### src/rtl/gsu_pkg.sv
package gsu_pkg;
  typedef enum logic [1:0] {
    TGT_NONE = 2'd0,
    TGT_DATA = 2'd1,
    TGT_FAC  = 2'd2,
    TGT_HFAC = 2'd3
  } tgt_e;

  typedef struct packed {
    tgt_e tgt;
    logic priv_only;
    logic gated;
  } dec_t;
endpackage

### src/rtl/gsu_rst_sync.sv
module gsu_rst_sync (
  input  logic clk,
  input  logic rst_n_i,
  output logic rst_n_o
);
  logic [1:0] sync_q;

  always_ff @(posedge clk or negedge rst_n_i) begin
    if (!rst_n_i) sync_q <= 2'b00;
    else          sync_q <= {sync_q[0], 1'b1};
  end

  assign rst_n_o = sync_q[1];
endmodule

### src/rtl/gsu_decode.sv
module gsu_decode
  import gsu_pkg::*;
#(
  parameter int NUM_W    = 10,
  parameter int UALIAS   = 3,
  parameter int PALIAS   = 17,
  parameter int FAC_NUM  = 153,
  parameter int HFAC_NUM = 190
) (
  input  logic [NUM_W-1:0] num,
  output dec_t             dec
);
  always_comb begin
    dec.tgt       = TGT_NONE;
    dec.priv_only = 1'b0;
    dec.gated     = 1'b0;
    if (num == NUM_W'(UALIAS)) begin
      dec.tgt   = TGT_DATA;
      dec.gated = 1'b1;
    end else if (num == NUM_W'(PALIAS)) begin
      dec.tgt       = TGT_DATA;
      dec.priv_only = 1'b1;
    end else if (num == NUM_W'(FAC_NUM)) begin
      dec.tgt       = TGT_FAC;
      dec.priv_only = 1'b1;
    end else if (num == NUM_W'(HFAC_NUM)) begin
      dec.tgt       = TGT_HFAC;
      dec.priv_only = 1'b1;
    end
  end
endmodule

### src/rtl/gsu_gate.sv
module gsu_gate
  import gsu_pkg::*;
#(
  parameter int          VEC_W  = 12,
  parameter logic [11:0] VEC_OS = 12'hF60,
  parameter logic [11:0] VEC_HV = 12'hF80
) (
  input  logic             req_valid,
  input  logic             req_user,
  input  dec_t             dec,
  input  logic             fac_en,
  input  logic             hfac_en,
  output logic             complete,
  output logic             exc_valid,
  output logic             exc_hv,
  output logic [VEC_W-1:0] exc_vector,
  output logic             illegal,
  output logic [1:0]       set_cause
);
  logic blocked;

  always_comb begin
    illegal    = req_valid && req_user && dec.priv_only;
    blocked    = req_valid && req_user && dec.gated && !(fac_en && hfac_en);
    exc_valid  = blocked;
    exc_hv     = blocked && !hfac_en;
    exc_vector = '0;
    if (blocked) exc_vector = hfac_en ? VEC_W'(VEC_OS) : VEC_W'(VEC_HV);
    complete     = req_valid && (dec.tgt != TGT_NONE) && !illegal && !blocked;
    set_cause[0] = blocked && hfac_en;
    set_cause[1] = blocked && !hfac_en;
  end
endmodule

### src/rtl/gsu_regs.sv
module gsu_regs
  import gsu_pkg::*;
#(
  parameter int XLEN       = 64,
  parameter int DATA_W     = 25,
  parameter int ENA_BIT    = 2,
  parameter int CAUSE_LSB  = 56,
  parameter int CAUSE_W    = 4,
  parameter int CAUSE_CODE = 2
) (
  input  logic            clk,
  input  logic            rst_n,
  input  logic            complete,
  input  logic            write,
  input  tgt_e            tgt,
  input  logic [XLEN-1:0] wdata,
  input  logic [1:0]      set_cause,
  output logic [1:0]      en_o,
  output logic            rd_valid,
  output logic [XLEN-1:0] rd_data
);
  localparam int NFAC = 2;

  logic [DATA_W-1:0]             data_q, data_d;
  logic [NFAC-1:0][CAUSE_W-1:0]  cause_all;
  logic [XLEN-1:0]               rd_d;
  logic                          rd_valid_d, rd_en;

  // stream-control data register
  always_comb begin
    data_d = data_q;
    if (complete && write && tgt == TGT_DATA) data_d = wdata[DATA_W-1:0];
  end

  always_ff @(posedge clk or negedge rst_n) begin
    if (!rst_n) data_q <= '0;
    else        data_q <= data_d;
  end

  // facility-control registers: index 0 ordinary, 1 hypervisor
  for (genvar g = 0; g < NFAC; g++) begin : g_fac
    localparam tgt_e MY_TGT = (g == 0) ? TGT_FAC : TGT_HFAC;
    logic               en_q, en_d;
    logic [CAUSE_W-1:0] cause_q, cause_d;

    always_comb begin
      en_d    = en_q;
      cause_d = cause_q;
      if (complete && write && tgt == MY_TGT) begin
        en_d    = wdata[ENA_BIT];
        cause_d = wdata[CAUSE_LSB +: CAUSE_W];
      end else if (set_cause[g]) begin
        cause_d = CAUSE_W'(CAUSE_CODE);
      end
    end

    always_ff @(posedge clk or negedge rst_n) begin
      if (!rst_n) begin
        en_q    <= 1'b1;
        cause_q <= '0;
      end else begin
        en_q    <= en_d;
        cause_q <= cause_d;
      end
    end

    assign en_o[g]      = en_q;
    assign cause_all[g] = cause_q;
  end

  // read path, registered with a clock enable
  always_comb begin
    rd_valid_d = complete && !write;
    rd_en      = rd_valid_d;
    rd_d       = '0;
    case (tgt)
      TGT_DATA: rd_d = XLEN'(data_q);
      TGT_FAC: begin
        rd_d[ENA_BIT]                 = en_o[0];
        rd_d[CAUSE_LSB +: CAUSE_W]    = cause_all[0];
      end
      TGT_HFAC: begin
        rd_d[ENA_BIT]                 = en_o[1];
        rd_d[CAUSE_LSB +: CAUSE_W]    = cause_all[1];
      end
      default: rd_d = '0;
    endcase
  end

  always_ff @(posedge clk or negedge rst_n) begin
    if (!rst_n)     rd_valid <= 1'b0;
    else            rd_valid <= rd_valid_d;
  end

  always_ff @(posedge clk or negedge rst_n) begin
    if (!rst_n)     rd_data <= '0;
    else if (rd_en) rd_data <= rd_d;
  end

  // a blocked access leaves the data register untouched
  a_r4_blocked_holds_data: assert property (@(posedge clk) disable iff (!rst_n)
    (|set_cause) |=> $stable(data_q));

  // read data appears only one cycle after a completed read
  a_r10_rd_after_read: assert property (@(posedge clk) disable iff (!rst_n)
    rd_valid |-> $past(complete && !write));

  // upper bits of a data-register read are zero
  a_r2_upper_zero: assert property (@(posedge clk) disable iff (!rst_n)
    (rd_valid && $past(tgt == TGT_DATA)) |-> (rd_data[XLEN-1:DATA_W] == '0));
endmodule

### src/rtl/gated_sreg_unit.sv
module gated_sreg_unit
  import gsu_pkg::*;
#(
  parameter int          XLEN       = 64,
  parameter int          DATA_W     = 25,
  parameter int          NUM_W      = 10,
  parameter int          UALIAS     = 3,
  parameter int          PALIAS     = 17,
  parameter int          FAC_NUM    = 153,
  parameter int          HFAC_NUM   = 190,
  parameter int          ENA_BIT    = 2,
  parameter int          CAUSE_LSB  = 56,
  parameter int          CAUSE_W    = 4,
  parameter int          CAUSE_CODE = 2,
  parameter int          VEC_W      = 12,
  parameter logic [11:0] VEC_OS     = 12'hF60,
  parameter logic [11:0] VEC_HV     = 12'hF80
) (
  input  logic             clk,
  input  logic             rst_n,
  input  logic             req_valid,
  input  logic             req_write,
  input  logic [NUM_W-1:0] req_num,
  input  logic [XLEN-1:0]  req_wdata,
  input  logic             req_user,
  output logic             rd_valid,
  output logic [XLEN-1:0]  rd_data,
  output logic             exc_valid,
  output logic             exc_hv,
  output logic [VEC_W-1:0] exc_vector,
  output logic             illegal
);
  logic       rst_int_n;
  dec_t       dec;
  logic       complete;
  logic [1:0] set_cause;
  logic [1:0] en;

  gsu_rst_sync u_rst (.clk(clk), .rst_n_i(rst_n), .rst_n_o(rst_int_n));

  gsu_decode #(
    .NUM_W(NUM_W), .UALIAS(UALIAS), .PALIAS(PALIAS),
    .FAC_NUM(FAC_NUM), .HFAC_NUM(HFAC_NUM)
  ) u_dec (.num(req_num), .dec(dec));

  gsu_gate #(.VEC_W(VEC_W), .VEC_OS(VEC_OS), .VEC_HV(VEC_HV)) u_gate (
    .req_valid (req_valid),
    .req_user  (req_user),
    .dec       (dec),
    .fac_en    (en[0]),
    .hfac_en   (en[1]),
    .complete  (complete),
    .exc_valid (exc_valid),
    .exc_hv    (exc_hv),
    .exc_vector(exc_vector),
    .illegal   (illegal),
    .set_cause (set_cause)
  );

  gsu_regs #(
    .XLEN(XLEN), .DATA_W(DATA_W), .ENA_BIT(ENA_BIT),
    .CAUSE_LSB(CAUSE_LSB), .CAUSE_W(CAUSE_W), .CAUSE_CODE(CAUSE_CODE)
  ) u_regs (
    .clk      (clk),
    .rst_n    (rst_int_n),
    .complete (complete),
    .write    (req_write),
    .tgt      (dec.tgt),
    .wdata    (req_wdata),
    .set_cause(set_cause),
    .en_o     (en),
    .rd_valid (rd_valid),
    .rd_data  (rd_data)
  );

  // exception and violation only with a request, never together
  a_r9_exc_needs_req: assert property (@(posedge clk) disable iff (!rst_int_n)
    (exc_valid || illegal) |-> req_valid);
  a_r9_exclusive: assert property (@(posedge clk) disable iff (!rst_int_n)
    !(exc_valid && illegal));

  // privileged access to either alias never faults
  a_r7_priv_completes: assert property (@(posedge clk) disable iff (!rst_int_n)
    (req_valid && !req_user && dec.tgt == TGT_DATA) |-> (!exc_valid && !illegal));

  // vector matches the exception level
  a_r5_vector_level: assert property (@(posedge clk) disable iff (!rst_int_n)
    exc_valid |-> (exc_vector == (exc_hv ? VEC_W'(VEC_HV) : VEC_W'(VEC_OS))));

  // user access through the privileged alias is a violation
  a_r6_palias_illegal: assert property (@(posedge clk) disable iff (!rst_int_n)
    (req_valid && req_user && req_num == NUM_W'(PALIAS)) |-> (illegal && !exc_valid));
endmodule

### config.mk
export PLATFORM = sky130hd
export DESIGN_NAME = gated_sreg_unit
export DESIGN_NICKNAME = d
export VERILOG_FILES = /design/src/rtl/gsu_pkg.sv /design/src/rtl/gsu_rst_sync.sv /design/src/rtl/gsu_decode.sv /design/src/rtl/gsu_gate.sv /design/src/rtl/gsu_regs.sv /design/src/rtl/gated_sreg_unit.sv
export SDC_FILE = /design/constraint.sdc
export NUM_CORES = 1
export LEC_CHECK = 0
export BUFFER_PORTS_ARGS = -buffer_cell sky130_fd_sc_hd__buf_2
export CORE_AREA = 2 2 87 89
export CTS_CLUSTER_SIZE = 25
export DETAILED_ROUTE_END_ITERATION = 10
export DIE_AREA = 0 0 89 91
export GPL_ROUTABILITY_DRIVEN = 0
export PLACE_DENSITY_LB_ADDON = 0.05
export SETUP_SLACK_MARGIN = 0.02
export SLEW_MARGIN = 15
export SYNTH_ARGS = -nofsm -noshare
export SYNTH_HDL_FRONTEND = slang
export SYNTH_HIERARCHICAL = 1
export SYNTH_SLANG_ARGS = --single-unit
### constraint.sdc
create_clock -name clk -period 2.9 [get_ports clk]
set_clock_uncertainty 0.1 [all_clocks]
set_input_delay 0.58 -clock clk [delete_from_list [all_inputs] [get_ports clk]]
set_output_delay 0.58 -clock clk [all_outputs]
set_load 0.03 [all_outputs]
==> results_tabular.tex <==
\begin{tabular}{lr}
\hline
Metric & Value \\
\hline
\multicolumn{2}{l}{\textbf{Outcome}} \\
\quad Outcome & complete, no violations \\
\multicolumn{2}{l}{\textbf{Power and ir drop}} \\
\quad Gate power share & 7.6\% \\
\quad P per Cell Area & 478.6 mW/mm\^{}2 \\
\quad Peak supply drop & 0.1784 mV \\
\quad Net switching power figure & 429.1 uW \\
\quad Int Pwr & 1376 uW \\
\quad Sequential Power Share & 52.0\% \\
\quad Switch share & 23.77\% \\
\quad Cell leakage power & 0.002118 uW \\
\quad Clock share of power & 40.4\% \\
\multicolumn{2}{l}{\textbf{Setup path}} \\
\quad Reg-to-reg slack, setup & 1.00 ns \\
\quad Critical Path Max Stage Delay & 0.26 ns \\
\quad Maximum fanout along the worst path & 5 \\
\quad Worst Path Class, Setup & in -> out \\
\quad Most Frequent Cell on Critical Path & sky130\_fd\_sc\_hd\_\_buf\_2 \\
\quad Startpoint class of the critical path & input port \\
\quad CP arrival & 1.94 ns \\
\quad Number of cells on the worst reg-to-reg path & 6 \\
\quad Worst setup path endpoint & exc\_vector[8] \\
\quad Worst setup path start & req\_num[9] \\
\quad Worst Setup End Kind & primary output \\
\quad Slowest cell on the critical path & sky130\_fd\_sc\_hd\_\_a21oi\_1 \\
\quad Cell chain of the critical path & buf\_2, nor3\_2, nand4\_2, nor3b\_1, nand3\_1, a21oi\_1, buf\_2 \\
\quad Data required time at the worst endpoint & 2.22 ns \\
\quad Worst r2r dst & u\_regs/data\_q[21] \\
\quad Critical R2R Launch & u\_regs/g\_fac[1].en\_q \\
\multicolumn{2}{l}{\textbf{Route}} \\
\quad Total vias in the final route & 2042 \\
\quad Number of DRC markers after the initial detailed-route iteration & 29 \\
\quad First drt pass iteration count & 4 \\
\quad Routed wire length & 5.804 mm \\
\quad Antenna-violating nets left & 0 \\
\quad Post-detailed-route wirelength per cell & 13.10 um \\
\quad Via density & 4.609 \\
\quad Residual DRC & 0 \\
\multicolumn{2}{l}{\textbf{Clocking}} \\
\quad Source-to-sink clock delay at the later pin of the worst-skew pair & 0.33 ns \\
\quad Number of buffers inserted to repair setup after CTS & 0 \\
\quad Total number of clock tree sinks & 67 \\
\quad Clock buffer depth & 2 \\
\quad Total CTS buffers & 9 \\
\quad TritonCTS clock tree & yes \\
\quad CTS-repair resized insts & 0 \\
\quad Master cell of the clock root buffer & sky130\_fd\_sc\_hd\_\_clkbuf\_8 \\
\quad Number of levels the H-tree was split into & 3 \\
\quad Clock-pin slew reported for the worst setup and hold paths after clock tree synthesis & 0.07 ns \\
\multicolumn{2}{l}{\textbf{Timing}} \\
\quad Setup repair after global routing missed its margin & no \\
\quad Endpoints failing hold & 0 \\
\quad Least setup slack across all paths after layout & 0.2792 ns \\
\quad Setup Total Neg Slack & 0 ns \\
\quad Period Utilization, post-route & 90.37\% \\
\quad Min Tclk post-route & 2.621 ns \\
\quad Final setup vio count & 0 \\
\quad Number of pins exceeding their max-slew limit in the final report & 0 \\
\quad Fmax & 381.6 MHz \\
\multicolumn{2}{l}{\textbf{Synthesis}} \\
\quad Synth unique cells & 35 \\
\quad YS warnings & 6 \\
\quad Leading area contributor after synthesis & sky130\_fd\_sc\_hd\_\_dfrtp\_1 \\
\quad Count of state elements after synthesis & 67 \\
\quad Number of enable flip-flop cells after synthesis & 0 \\
\quad Synth top area cells & sky130\_fd\_sc\_hd\_\_dfrtp\_1 51\%, sky130\_fd\_sc\_hd\_\_buf\_4 12\%, sky130\_fd\_sc\_hd\_\_mux2\_4 9.4\% \\
\quad Ranking of synthesized cells by instance count & 65 x sky130\_fd\_sc\_hd\_\_dfrtp\_1, 52 x sky130\_fd\_sc\_hd\_\_buf\_4, 24 x sky130\_fd\_sc\_hd\_\_a22o\_1 \\
\quad Netlist area before placement & 0.003192 mm\^{}2 \\
\quad Most instantiated library cell after synthesis & sky130\_fd\_sc\_hd\_\_dfrtp\_1 \\
\quad Post-synth top flop & sky130\_fd\_sc\_hd\_\_dfrtp\_1 \\
\quad Sequential-to-total area share from yosys stat & 52.61\% \\
\quad Share of synthesized registers carrying an async set or reset & 100.0\% \\
\quad Post-Synthesis Mean Instance Area & 12.67 um\^{}2 \\
\quad Syn Inst Count & 252 \\
\quad Synth top area share & 50.96\% \\
\multicolumn{2}{l}{\textbf{Global routing}} \\
\quad Via count of the first global-routing pass & 1936 \\
\quad Global router's overall resource usage & 15.20\% \\
\quad Initial antenna violation count & 0 \\
\quad Gr ovfl total & 0 \\
\quad Pin count of the biggest net entering global routing & 37 \\
\quad Global-route wire length before repair & 9.439 mm \\
\multicolumn{2}{l}{\textbf{Layout}} \\
\quad Fillers & 665 \\
\quad Post-Route Utilization & 52.86\% \\
\quad Antenna diode count & 0 \\
\quad Multi-input gate area in the final layout & 0.001182 mm\^{}2 \\
\quad Share of final-layout standard cells stronger than drive strength 1 & 43.02\% \\
\quad Area overhead of the layout relative to synthesis & 18.19\% \\
\quad \# nets final & 420 \\
\quad Total area of sequential cells & 0.001680 mm\^{}2 \\
\multicolumn{2}{l}{\textbf{Placement}} \\
\quad Worst slack at placement & 0.2009 ns \\
\quad Sum of net half-perimeters after detailed placement & 4.176 mm \\
\quad Port-buffer cells & 83 \\
\multicolumn{2}{l}{\textbf{Hold path}} \\
\quad Path category of the worst min-delay check & reg -> async \\
\multicolumn{2}{l}{\textbf{Floorplan}} \\
\quad Chip height & 91 um \\
\quad Initial cell density of the core & 44.72\% \\
\quad Die X & 89 um \\
\quad Core Region & 0.007137 mm\^{}2 \\
\quad Total Die Area & 0.008099 mm\^{}2 \\
\quad IO Pins & 159 \\
\quad Number of standard-cell rows in the floorplan & 31 \\
\multicolumn{2}{l}{\textbf{Flow run}} \\
\quad Max-capacitance violation count & 0 \\
\hline
\end{tabular}
[power groups by stage]
stage	Clock [uW]	Combinational [uW]	Sequential (uW)
after floorplan	0	119	970
after global placement	0	135	957
after detailed placement	0	134	957
after CTS	758	138	939
after global routing	802	150	938
final	730	136	939
[metrics by stage]
stage                     instance area, um^2  cells  total power [uW]  hold WS (ns)
final                                    3772    443              1805        0.1838
after global routing                     3772    443              1890        0.2212
after CTS                                3772    443              1834        0.2085
after detailed placement                 3571    427              1092      -0.03041
after global placement                   3571    427              1092      -0.02858
after floorplan                          3334    290              1089        0.1844
[per-layer routing]
layer | wire [um] | track usage, % | vias up | share of wire, %
li1 | - | - | 964 | -
met1 | 2583 | 20.39 | 980 | 45
met2 | 2651 | 22.64 | 92 | 46
met3 | 481 | 4.727 | 6 | 8.3
met4 | 88 | 6.343 | 0 | 1.5
met5 | 0 | 0 | - | 0
[how the worst min path moves through the flow]
stage               startpoint                         end  slack (ns)  cells after the start
2_1_floorplan            rst_n             u_rst/sync_q[0]        0.18                      0
3_3_place_gp   u_rst/sync_q[1]            u_regs/data_q[4]       -0.03                      0
3_5_place_dp   u_rst/sync_q[1]            u_regs/data_q[4]       -0.03                      0
4_1_cts        u_rst/sync_q[1]  u_regs/g_fac[0].cause_q[2]        0.21                      1
5_1_grt        u_rst/sync_q[1]            u_regs/data_q[2]        0.22                      1
6_report       u_rst/sync_q[1]           u_regs/rd_data[0]        0.18                      1
[cells by family after synthesis]
family                 Yosys count  share of synthesized area [%]
AO/OA/AOI/OAI                   43                          10.31
XOR/XNOR                         1                         0.2745
buffers and inverters           65                          14.82
flip-flops                      67                          52.61
multiplexers                    32                          13.49
other                            3                         0.3528
AND/OR/NAND/NOR                 41                          8.154
[placed cells by master, fill, tap and decap left out, types with 3 or more instances in the layout]
cell type,Yosys,routed
sky130_fd_sc_hd__dfrtp_1,65,64
sky130_fd_sc_hd__nand2b_1,4,4
sky130_fd_sc_hd__buf_12,0,3
sky130_fd_sc_hd__and3_1,3,3
sky130_fd_sc_hd__mux2_4,20,20
sky130_fd_sc_hd__conb_1,3,41
sky130_fd_sc_hd__a22o_1,24,24
sky130_fd_sc_hd__o21ai_0,12,12
sky130_fd_sc_hd__mux2i_1,4,4
sky130_fd_sc_hd__nor2_1,8,8
sky130_fd_sc_hd__mux2_2,8,8
sky130_fd_sc_hd__buf_2,3,83
sky130_fd_sc_hd__nand3b_1,4,4
sky130_fd_sc_hd__clkbuf_8,0,10
sky130_fd_sc_hd__nand2_1,11,11
sky130_fd_sc_hd__inv_1,5,5
sky130_fd_sc_hd__buf_4,52,12
[layout make-up]
cell class | instances | share of cell area, %
clock buffers | 11 | 3.748
clock inverters | 3 | 1.061
inverters | 5 | 0.4975
multi-input cells | 158 | 31.34
flip-flops and latches | 67 | 44.54
well taps | 99 | 3.284
repair buffers | 100 | 15.52
[state kept, by name, summed over array words and instances (netlist names)]
| signal | flops |
|---|---|
| u_regs/rd_data | 29 |
| u_regs/data_q | 25 |
| u_regs/g_fac.cause_q | 8 |
| u_regs/g_fac.en_q | 2 |
| u_rst/sync_q | 2 |
| u_regs/rd_valid | 1 |
[worst max-delay path, delay by kind of cell]
kind                   cells  cell delay [ns]
AND/OR/NAND/NOR            4             0.74
AO/OA/AOI/OAI              1             0.26
buffers and inverters      2             0.36
[what timing repair did]
action                                  CTS  global route
endpoints found under the setup margin    0             0
endpoints found under the hold margin     6             0
hold buffers                              2             0
No activity file was read; power rests on OpenSTA's default activity.
